===== src/rtl/cmp_gain_trim.sv =====
module cmp_gain_trim #(
  parameter int CODE_W    = 3,
  parameter int DAC_W     = 10,
  parameter int TEST_CODE = 'h2A5,
  parameter int VOTES     = 5,
  parameter int MAJ       = 3
) (
  input  logic              clk,
  input  logic              rst_n,
  input  logic              start,
  input  logic              cmp_in,
  output logic [DAC_W-1:0]  dac_p,
  output logic [DAC_W-1:0]  dac_n,
  output logic              ph_sample,
  output logic              ph_share1,
  output logic              ph_share2,
  output logic              hold_int1_cm,
  output logic              hold_int2_cm,
  output logic              cmp_strobe,
  output logic [CODE_W-1:0] gain1,
  output logic [CODE_W-1:0] gain2,
  output logic              done,
  output logic              err
);
  localparam int VW = $clog2(VOTES + 1);
  localparam logic [DAC_W-1:0]  TC   = DAC_W'(TEST_CODE);
  localparam logic [CODE_W-1:0] CMAX = {CODE_W{1'b1}};

  typedef enum logic [2:0] {IDLE, LOAD, SAMP, SH1, SH2, FLIP, CMP, FIN} st_t;

  st_t         st;
  logic        stage, ref_pol;
  logic [VW-1:0] vcnt, ones;

  wire [VW-1:0]     ones_n    = ones + VW'(cmp_in);
  wire              last_vote = vcnt == VW'(VOTES - 1);
  wire              dec       = ones_n >= VW'(MAJ);
  wire [CODE_W-1:0] cur       = stage ? gain2 : gain1;
  wire              first     = cur == '0;
  wire              lock      = last_vote && !first && (dec != ref_pol);
  wire              sat       = last_vote && !lock && (cur == CMAX);
  wire              busy      = (st != IDLE) && (st != FIN);
  wire              rev       = (st == FLIP) || (st == CMP);

  assign dac_p        = busy ? (rev ? ~TC : TC) : '0;
  assign dac_n        = busy ? (rev ? TC : ~TC) : '0;
  assign ph_sample    = st == SAMP;
  assign ph_share1    = st == SH1;
  assign ph_share2    = st == SH2;
  assign cmp_strobe   = st == CMP;
  assign hold_int2_cm = busy && !stage;
  assign hold_int1_cm = stage && rev;
  assign done         = st == FIN;

  always_ff @(posedge clk or negedge rst_n) begin
    if (!rst_n) begin
      st <= IDLE; stage <= 1'b0; ref_pol <= 1'b0;
      vcnt <= '0; ones <= '0;
      gain1 <= '0; gain2 <= '0; err <= 1'b0;
    end else begin
      case (st)
        IDLE, FIN: if (start) begin
          st <= LOAD; stage <= 1'b0;
          gain1 <= '0; gain2 <= '0; err <= 1'b0;
        end
        LOAD: st <= SAMP;
        SAMP: st <= SH1;
        SH1:  st <= stage ? SH2 : FLIP;
        SH2:  st <= FLIP;
        FLIP: begin st <= CMP; vcnt <= '0; ones <= '0; end
        CMP: begin
          if (!last_vote) begin
            vcnt <= vcnt + 1'b1;
            ones <= ones_n;
          end else begin
            vcnt <= '0;
            ones <= '0;
            if (first) ref_pol <= dec;
            if (lock || sat) begin
              if (sat) err <= 1'b1;
              if (stage) st <= FIN;
              else begin stage <= 1'b1; st <= LOAD; end
            end else if (stage) gain2 <= gain2 + 1'b1;
            else                gain1 <= gain1 + 1'b1;
          end
        end
        default: st <= IDLE;
      endcase
    end
  end

  p_one_phase_r9: assert property (@(posedge clk) disable iff (!rst_n)
    $onehot0({ph_sample, ph_share1, ph_share2, cmp_strobe}));

  p_cm_excl_r3: assert property (@(posedge clk) disable iff (!rst_n)
    !(hold_int1_cm && hold_int2_cm));

  p_share_after_sample_r2: assert property (@(posedge clk) disable iff (!rst_n)
    ph_share1 |-> $past(ph_sample));

  p_gain2_wait_r7: assert property (@(posedge clk) disable iff (!rst_n)
    hold_int2_cm |-> gain2 == '0);

  p_codes_hold_r8: assert property (@(posedge clk) disable iff (!rst_n)
    (done && !start) |=> ($stable(gain1) && $stable(gain2)));

  p_done_after_cmp_r8: assert property (@(posedge clk) disable iff (!rst_n)
    $rose(done) |-> $past(cmp_strobe));

  p_err_sat_r6: assert property (@(posedge clk) disable iff (!rst_n)
    $rose(err) |-> (gain1 == CMAX || gain2 == CMAX));
endmodule


===== config.mk =====
export PLATFORM = sky130hd
export DESIGN_NAME = cmp_gain_trim
export DESIGN_NICKNAME = d
export VERILOG_FILES = /design/src/rtl/cmp_gain_trim.sv
export SDC_FILE = /design/constraint.sdc
export NUM_CORES = 1
export LEC_CHECK = 0
export BUFFER_PORTS_ARGS = -buffer_cell sky130_fd_sc_hd__buf_2
export CAP_MARGIN = 20
export CORE_AREA = 5 5 77 79
export DETAILED_ROUTE_END_ITERATION = 10
export DIE_AREA = 0 0 82 84
export SLEW_MARGIN = 15
export SYNTH_ARGS = -nofsm -noshare
export SYNTH_HDL_FRONTEND = slang
export SYNTH_SLANG_ARGS = --single-unit

===== constraint.sdc =====
create_clock -name clk -period 1.8 [get_ports clk]
set_input_delay 0.27 -clock clk [delete_from_list [all_inputs] [get_ports clk]]
set_output_delay 0.27 -clock clk [all_outputs]
set_load 0.02 [all_outputs]

==> metrics.md, run 1 <==
| Metric | Value |
|---|---|
| Most frequent cells in the layout | `buf_2, nand2_1, dfrtp_1` |
| Slew Viols, Final | `0` |
| Failing checks | `setup timing` |
| Commonest non-fill, non-tap cell in the layout | `buf_2` |
| Cell variety after synth | `40` |
| Combinational Power Share | `~68%` |
| Finish-stage setup viols | `10` |
| Number of synthesized flops with an enable pin | `0` |
| Req. time, crit path | `approximately 2 ns` |
| Total Power | `~2.8 mW` |
| Mux contribution to synthesized area | `between 3 and 4%` |
| Clk pwr share | `between 10% and 20%` |
| Largest family of logic cells by synthesized area | `simple AND/OR/NAND/NOR gates` |
| Largest net degree at the start of global routing | `19` |
| GR Overflow Total | `0` |
| Setup CP Type | `flip-flop to flip-flop` |
| Initial cell density of the core | `23.8%` |
| Final core occ | `between 30% and 40%` |
| Area Growth Syn to Fin | `29.4%` |
| Detailed Route WL | `about 2.7 mm` |
| Final Wtd Congestion | `between 0.7 and 0.8` |
| Status | `complete, but fails checks` |
| Avg WL per Cell | `approximately 11 um` |
| First-pass GRT wire length | `4.53 mm` |
| CTS Buf Count | `3` |
| DRC viols | `0` |
| Max-slew headroom | `between 50 and 60%` |
| Clock Sinks | `18` |
| Worst Tran Pin Value | `around 0.66 ns` |
| Root buf cell | `clkbuf_8` |
| Post-synthesis simple-gate area fraction | `21.7%` |
| Switching share of power | `53.6%` |
| # fillers | `~590` |
| Chip Height | `about 84 um` |
| PortBufs | `37` |
| Synth Area in Compound Gates | `between 10 and 15%` |
| Core area | `about 5300 um^2` |
| Seq pwr share | `between 20% and 30%` |
| First-pass DRT Iterations | `4` |
| GR Util All Layers | `under 10%` |
| Peak Freq | `0.498 GHz` |
| Startpoint type of the worst setup path | `flip-flop` |
| Synthesis-stage register bit count | `18` |
| DIE WIDTH | `~82 um` |
| Skew final | `approximately 0.0035 ns` |
| CTS tree | `done` |
| Adder-Cell Fraction of Synth Area | `between 5 and 6%` |
| Yosys warns | `0` |
| Syn Area/Cell | `8.88 um^2` |
| Register area share after synthesis | `36.0%` |
| ANT cells | `0` |
| CP Data Arrival Time | `roughly 2.2 ns` |
| Vias per cell | `4.29` |
| Share of layout cells above drive strength 1 | `a little under half` |
| P_sw | `roughly 1.5 mW` |
| DRC marker count from the first detailed-route iteration | `approximately 60` |
| Pwr per Cell Area | `roughly 1700 nW/um^2` |
| Vias in the first global route | `958` |
| Top FF cell, synth | `dfrtp_1` |
| Area of the multi-input gates | `~700 um^2` |
| Crit. End Element | `flip-flop` |
| DP HPWL | `2.14 mm` |
| Die area | `a little under 7000 um^2` |
| Worst setup margin | `-0.208 ns` |
| Number of cells produced by synthesis | `141` |
| DR vias | `1,051` |
| Register area | `about 450 um^2` |
| ANT nets after route | `0` |
| Fin cells | `roughly 250` |
| Nets | `roughly 190` |
| Pint | `between 1 and 1.5 mW` |
| Worst-skew pair later-pin latency | `between 0.2 and 0.3 ns` |
| Number of H-tree levels | `1` |
| Fin crit share | `112%` |
| Antenna violations before repair | `0` |
| IO Pins | `38` |
| Worst-path maximum fanout | `5` |
| Post-synthesis cell area | `1250 um^2` |
| Asr flop ratio synth | `100%` |
| Leak | `~0.79 nW` |
| Peak VDD IR | `roughly 0.67 mV` |
| Final Hold Vio Count | `0` |
| Clock transition at path regs | `about 0.070 ns` |
| Max cap viols | `0` |
| Rows | `27` |
| Syn_nets | `between 150 and 200` |
| Hold Crit Class | `input pin to flip-flop` |
| Max Buffers Root-to-Sink | `2` |
| Xor and xnor area share after synthesis | `between 3 and 4%` |
| RSZ-0062 raised after global routing | `yes` |
| Placed cell count | `between 200 and 250` |
| Fin crit period | `2.01 ns` |
-- final cells by class --
cell class / count / share of cell area (%)
repair buffers: 51 / 19.1
well taps: 72 / 5.56
inverters: 8 / 2.08
clock buffers: 3 / 2.55
flip-flops and latches: 18 / 28.0
multi-input cells: 93 / 42.8
-- path summary, 6_finish.rpt --
path                            slack [ns]  cells after the start  endpoint  startpoint
worst max-delay path                 -0.21                      7     st[1]     ones[0]
worst min-delay path                  0.44                      4  gain1[1]       start
worst max register to register       -0.21                      7     st[1]     ones[0]
worst min register to register        0.51                      1   vcnt[2]     vcnt[2]
max in group asynchronous             1.00                      2     st[1]       rst_n
min in group asynchronous             0.48                      2   ref_pol       rst_n
-- state kept, by name, summed over array words and instances, names as in the netlist --
| signal | count |
|---|---|
| err | 1 |
| gain2 | 3 |
| vcnt | 3 |
| st | 3 |
| gain1 | 3 |
| stage | 1 |
| ref_pol | 1 |
| ones | 3 |
-- Yosys cell counts (all sizes together) (3+ instances only) --
library cell	instances	area (um^2)
a21oi	3	15.0
a311oi	4	41.3
and2	3	20.0
buf	20	146
dfrtp	18	450
ha	6	75.1
inv	7	26.3
mux2i	3	30.0
nand2	23	88.8
nand3	4	20.0
nor2	12	45.0
o21ai	10	50.0
xnor2	3	26.3
-- per-stage QoR --
| stage | hold slack, ns | area, um^2 | setup slack (ns) | setup TNS, ns |
|---|---|---|---|---|
| global route | 0.474 | 1620 | -0.302 | -3.48 |
| global placement | 0.232 | 1480 | -0.203 | -1.45 |
| floorplan | -0.0256 | 1290 | -0.137 | -0.948 |
| finish | 0.437 | 1620 | -0.208 | -1.65 |
| detailed placement | 0.235 | 1480 | -0.235 | -1.68 |
| CTS | 0.440 | 1580 | -0.214 | -2.48 |
-- routing by layer --
layer / GRT usage [%] / part of all wire [%]
met2: 12.3 / 45
met4: 2.27 / 0.58
met3: 1.62 / 6.5
met1: 11.4 / 48
met5: 0 / 0
-- power by group through the flow --
stage	logic (mW)	registers [mW]	clock network, mW
3_3_place_gp	1.81	0.618	0
4_1_cts	1.84	0.617	0.292
6_report	1.90	0.621	0.284
2_1_floorplan	1.77	0.561	0
3_5_place_dp	1.82	0.622	0
5_1_grt	2.09	0.639	0.309
-- worst max-delay path, cell delays in order (launching register included) --
cell and delay, ns:
dfrtp_1 0.39, ha_2 0.19, ha_4 0.21, and2_4 0.14, or3_4 0.42, a31oi_4 0.25
nor2_2 0.08, a311oi_2 0.24
-- what timing repair did --
action                                  in CTS  in global routing
hold endpoints to repair                    18                  0
hold buffers                                 1                  0
resized for setup                            4                  9
pin swaps                                   12                  5
endpoints found under the setup margin      21                 32
buffers inserted                             2                  1
-- logic make-up (layout without fill, tap and decap cells) --
family	Yosys count	in the layout
muxes	4	4
DFF	18	18
and+or+nand+nor	54	54
adders and majority gates	6	6
AOI/OAI and AO/OA	24	24
xor gates and xnor gates	5	5
buffers and inverters	30	62
(Power assumes the default switching activity.)
==> inputs of run 2 (changes only) <==
--- a/config.mk
+++ b/config.mk
@@ -5,7 +5,7 @@
 export SDC_FILE = /design/constraint.sdc
 export NUM_CORES = 1
 export LEC_CHECK = 0
-export BUFFER_PORTS_ARGS = -buffer_cell sky130_fd_sc_hd__buf_2
+export BUFFER_PORTS_ARGS = -buffer_cell sky130_fd_sc_hd__buf_4
 export CAP_MARGIN = 20
 export CORE_AREA = 5 5 77 79
 export DETAILED_ROUTE_END_ITERATION = 10
==> run 2 against run 1 <==
  * The run still ends with setup timing left
  * Highest routed layer unchanged
  * Clock skew shrank 0.00081 ns
  * Via count shrank 0.29%
  * Critical endpoint is now gain1[0]
  * Combinational power grew 15%
  * Fmax grew 0.83%
  * Wire length grew 5.5%
  * Core utilization grew 1.6 points
  * Non-clock buffer count grew 1
  * Global-route usage grew 0.90 points
  * Cell count grew 0.41%
  * Design area grew 5.1%
  * Sequential cell count is the same
  * Register-to-register slack gained 0.02 ns
==> metrics.md, run 2 (synthesis results as in run 1) <==
| Metric | Value |
|---|---|
| Worst-path maximum fanout | `5 (unchanged)` |
| Largest net degree at the start of global routing | `19 (unchanged)` |
| Core area | `5270 um^2 (unchanged)` |
| Register area | `450 um^2 (-0.55%)` |
| Crit. End Element | `flip-flop` |
| CP Data Arrival Time | `2.17 ns (about the same)` |
| Reg2Reg Depth | `6 (-1)` |
| Clock Sinks | `18 (unchanged)` |
| Root buf cell | `clkbuf_8` |
| Detailed Route WL | `2.89 mm (+5.5%)` |
| First-pass GRT wire length | `4.91 mm (+8.4%)` |
| Startpoint type of the worst setup path | `flip-flop` |
| Failing checks | `setup timing` |
| PortBufs | `37 (unchanged)` |
| Commonest non-fill, non-tap cell in the layout | `buf_4` |
| Req. time, crit path | `1.98 ns (+0.02 ns)` |
| Peak VDD IR | `0.706 mV (+5.8%)` |
| Largest stage delay, worst path | `0.42 ns (about the same)` |
| Antenna violations before repair | `0 (unchanged)` |
| Setup CP Type | `flip-flop to flip-flop` |
| Chip Height | `84 um (unchanged)` |
| Final core occ | `32.3% (+1.6 points)` |
| WHS | `0.412 ns (-0.0256 ns)` |
| CTS Buf Count | `3 (unchanged)` |
| Fin crit share | `111% (-0.91 points)` |
| Switching share of power | `49.7% (-3.9 points)` |
| Pwr per Cell Area | `1820 nW/um^2 (+5.1%)` |
| Final Wtd Congestion | `0.747 (about the same)` |
| Top Family by Delay on Critical Path | `simple AND/OR/NAND/NOR gates` |
| Status | `complete, but fails checks` |
| Worst Tran Pin Value | `0.692 ns (+0.0344 ns)` |
| Post-route cell area | `1700 um^2 (+5.1%)` |
| Worst setup margin | `-0.192 ns (+0.0165 ns)` |
| Skew final | `0.00273 ns (-0.000812 ns)` |
| WP buf/inv | `0 (unchanged)` |
| Placement Setup Slack | `-0.228 ns (+0.00770 ns)` |
| Max cap viols | `0 (unchanged)` |
| Cell Area, Placed | `1580 um^2 (+6.8%)` |
| Peak Freq | `0.502 GHz (+0.83%)` |
| Total Power | `3.10 mW (+10%)` |
| DIE WIDTH | `82 um (unchanged)` |
| Hold Crit Start | `start` |
| Clk pwr share | `9.2% (-0.9 points)` |
| Max-slew headroom | `53.7% (-2.3 points)` |
| Seq pwr share | `20.4% (-1.7 points)` |
| Rows | `27 (unchanged)` |
| Most frequent cells in the layout | `buf_4, nand2_1, dfrtp_1` |
| Nets | `186 (+0.54%)` |
| IO Pins | `38 (unchanged)` |
| Hold path cells | `4 (unchanged)` |
| DR vias | `1,048 (-0.29%)` |
| Pint | `1.56 mW (+20%)` |
| ANT nets after route | `0 (unchanged)` |
| GR Overflow Total | `0 (unchanged)` |
| GR Util All Layers | `8.98% (+0.90 points)` |
| CTS tree | `done` |
| Combinational Power Share | `70.4% (+2.7 points)` |
| Hold endpoint | `st[1]` |
| Slowest CP cell | `or3_4` |
| Area Growth Syn to Fin | `36.0%` |
| First-pass DRT Iterations | `4 (unchanged)` |
| Vias in the first global route | `1,033 (+7.8%)` |
| Reg2reg start | `ones[0]` |
| Hold Crit Class | `input pin to flip-flop` |
| Finish-stage setup viols | `21 (+11)` |
| Worst-skew pair later-pin latency | `0.25 ns (about the same)` |
| Area of the multi-input gates | `689 um^2 (-0.54%)` |
| Slew Viols, Final | `0 (unchanged)` |
| Share of layout cells above drive strength 1 | `43.1% (-2.0 points)` |
| # fillers | `562 (-4.4%)` |
| Number of H-tree levels | `1 (unchanged)` |
| DP HPWL | `2.17 mm (+1.3%)` |
| P_sw | `1.54 mW (+2.5%)` |
| Fin crit period | `1.99 ns (-0.0165 ns)` |
| Vias per cell | `4.26 (-0.69%)` |
| Worst path cell trace | `ha_2, ha_4, and2_4, or3_4, a311oi_4, mux2i_1` |
| Die area | `6890 um^2 (unchanged)` |
| ANT cells | `0 (unchanged)` |
| Max Buffers Root-to-Sink | `2 (unchanged)` |
| Final Hold Vio Count | `0 (unchanged)` |
| Avg WL per Cell | `11.8 um (+5.0%)` |
| Leak | `0.811 nW (+2.3%)` |
| RSZ-0062 raised after global routing | `yes` |
| DRC marker count from the first detailed-route iteration | `49 (-17%)` |
| Clock transition at path regs | `0.07 ns (about the same)` |
| R2R setup slack | `-0.19 ns (+0.02 ns)` |
| FF-to-FF End | `gain1[0]` |
| Initial cell density of the core | `23.8% (unchanged)` |
| DRC viols | `0 (unchanged)` |
-- run 2: cell types whose count changed in the layout (fill, tap and decap cells not counted), moves of 2 or more --
cell     change
dfrtp_2      -2
buf_2       -37
dfrtp_1      +2
buf_4       +38
-- run 2: layer usage --
layer  part of all wire [%]  routed length (um)  global-route usage [%]
met5                      0                   0                       0
met4                   0.55                  16                    1.96
met3                    6.4                 186                    2.38
met2                     48                1390                    15.1
met1                     45                1310                    11.3
-- run 2: worst max path at each step --
stage / start / endpoint / cells after the start
after global routing: ones[0] / st[2] / 10
final: ones[0] / gain1[0] / 6
after CTS: ones[0] / st[1] / 7
after global placement: cmp_in / gain1[0] / 7
after detailed placement: ones[0] / gain1[0] / 6
after floorplan: ones[0] / gain1[0] / 6
-- run 2: repair_timing --
item                                    CTS  global route
resized for setup                         6             4
pin swaps                                11             8
hold buffers                              1             0
endpoints found under the setup margin   30            34
endpoints found under the hold margin    18             0
setup buffers                             2             1
-- run 2: tightest hold or removal path, delay by kind of cell --
family                 cells  cell delay (ns)
AOI/OAI and AO/OA          2             0.20
buffers and inverters      2             0.15
-- run 2: final cells by class --
type	instances	share of cell area, %
inverter	8	1.84
timing repair buffer	52	23.5
tap	72	5.29
clock buffer	3	2.42
multi-input combinational	93	40.5
sequential	18	26.5
-- run 2: power groups by stage --
stage	Combinational (mW)	Sequential, mW	Clock (mW)
final	2.18	0.633	0.284
after global routing	2.36	0.650	0.314
after CTS	2.19	0.624	0.294
after floorplan	1.77	0.561	0
after global placement	2.11	0.623	0
after detailed placement	2.13	0.627	0
-- run 2: per-stage QoR --
stage | std cells | setup TNS [ns]
floorplan | 141 | -0.948
global placement | 239 | -1.50
detailed placement | 239 | -1.68
CTS | 245 | -1.80
global route | 246 | -4.84
finish | 246 | -1.98
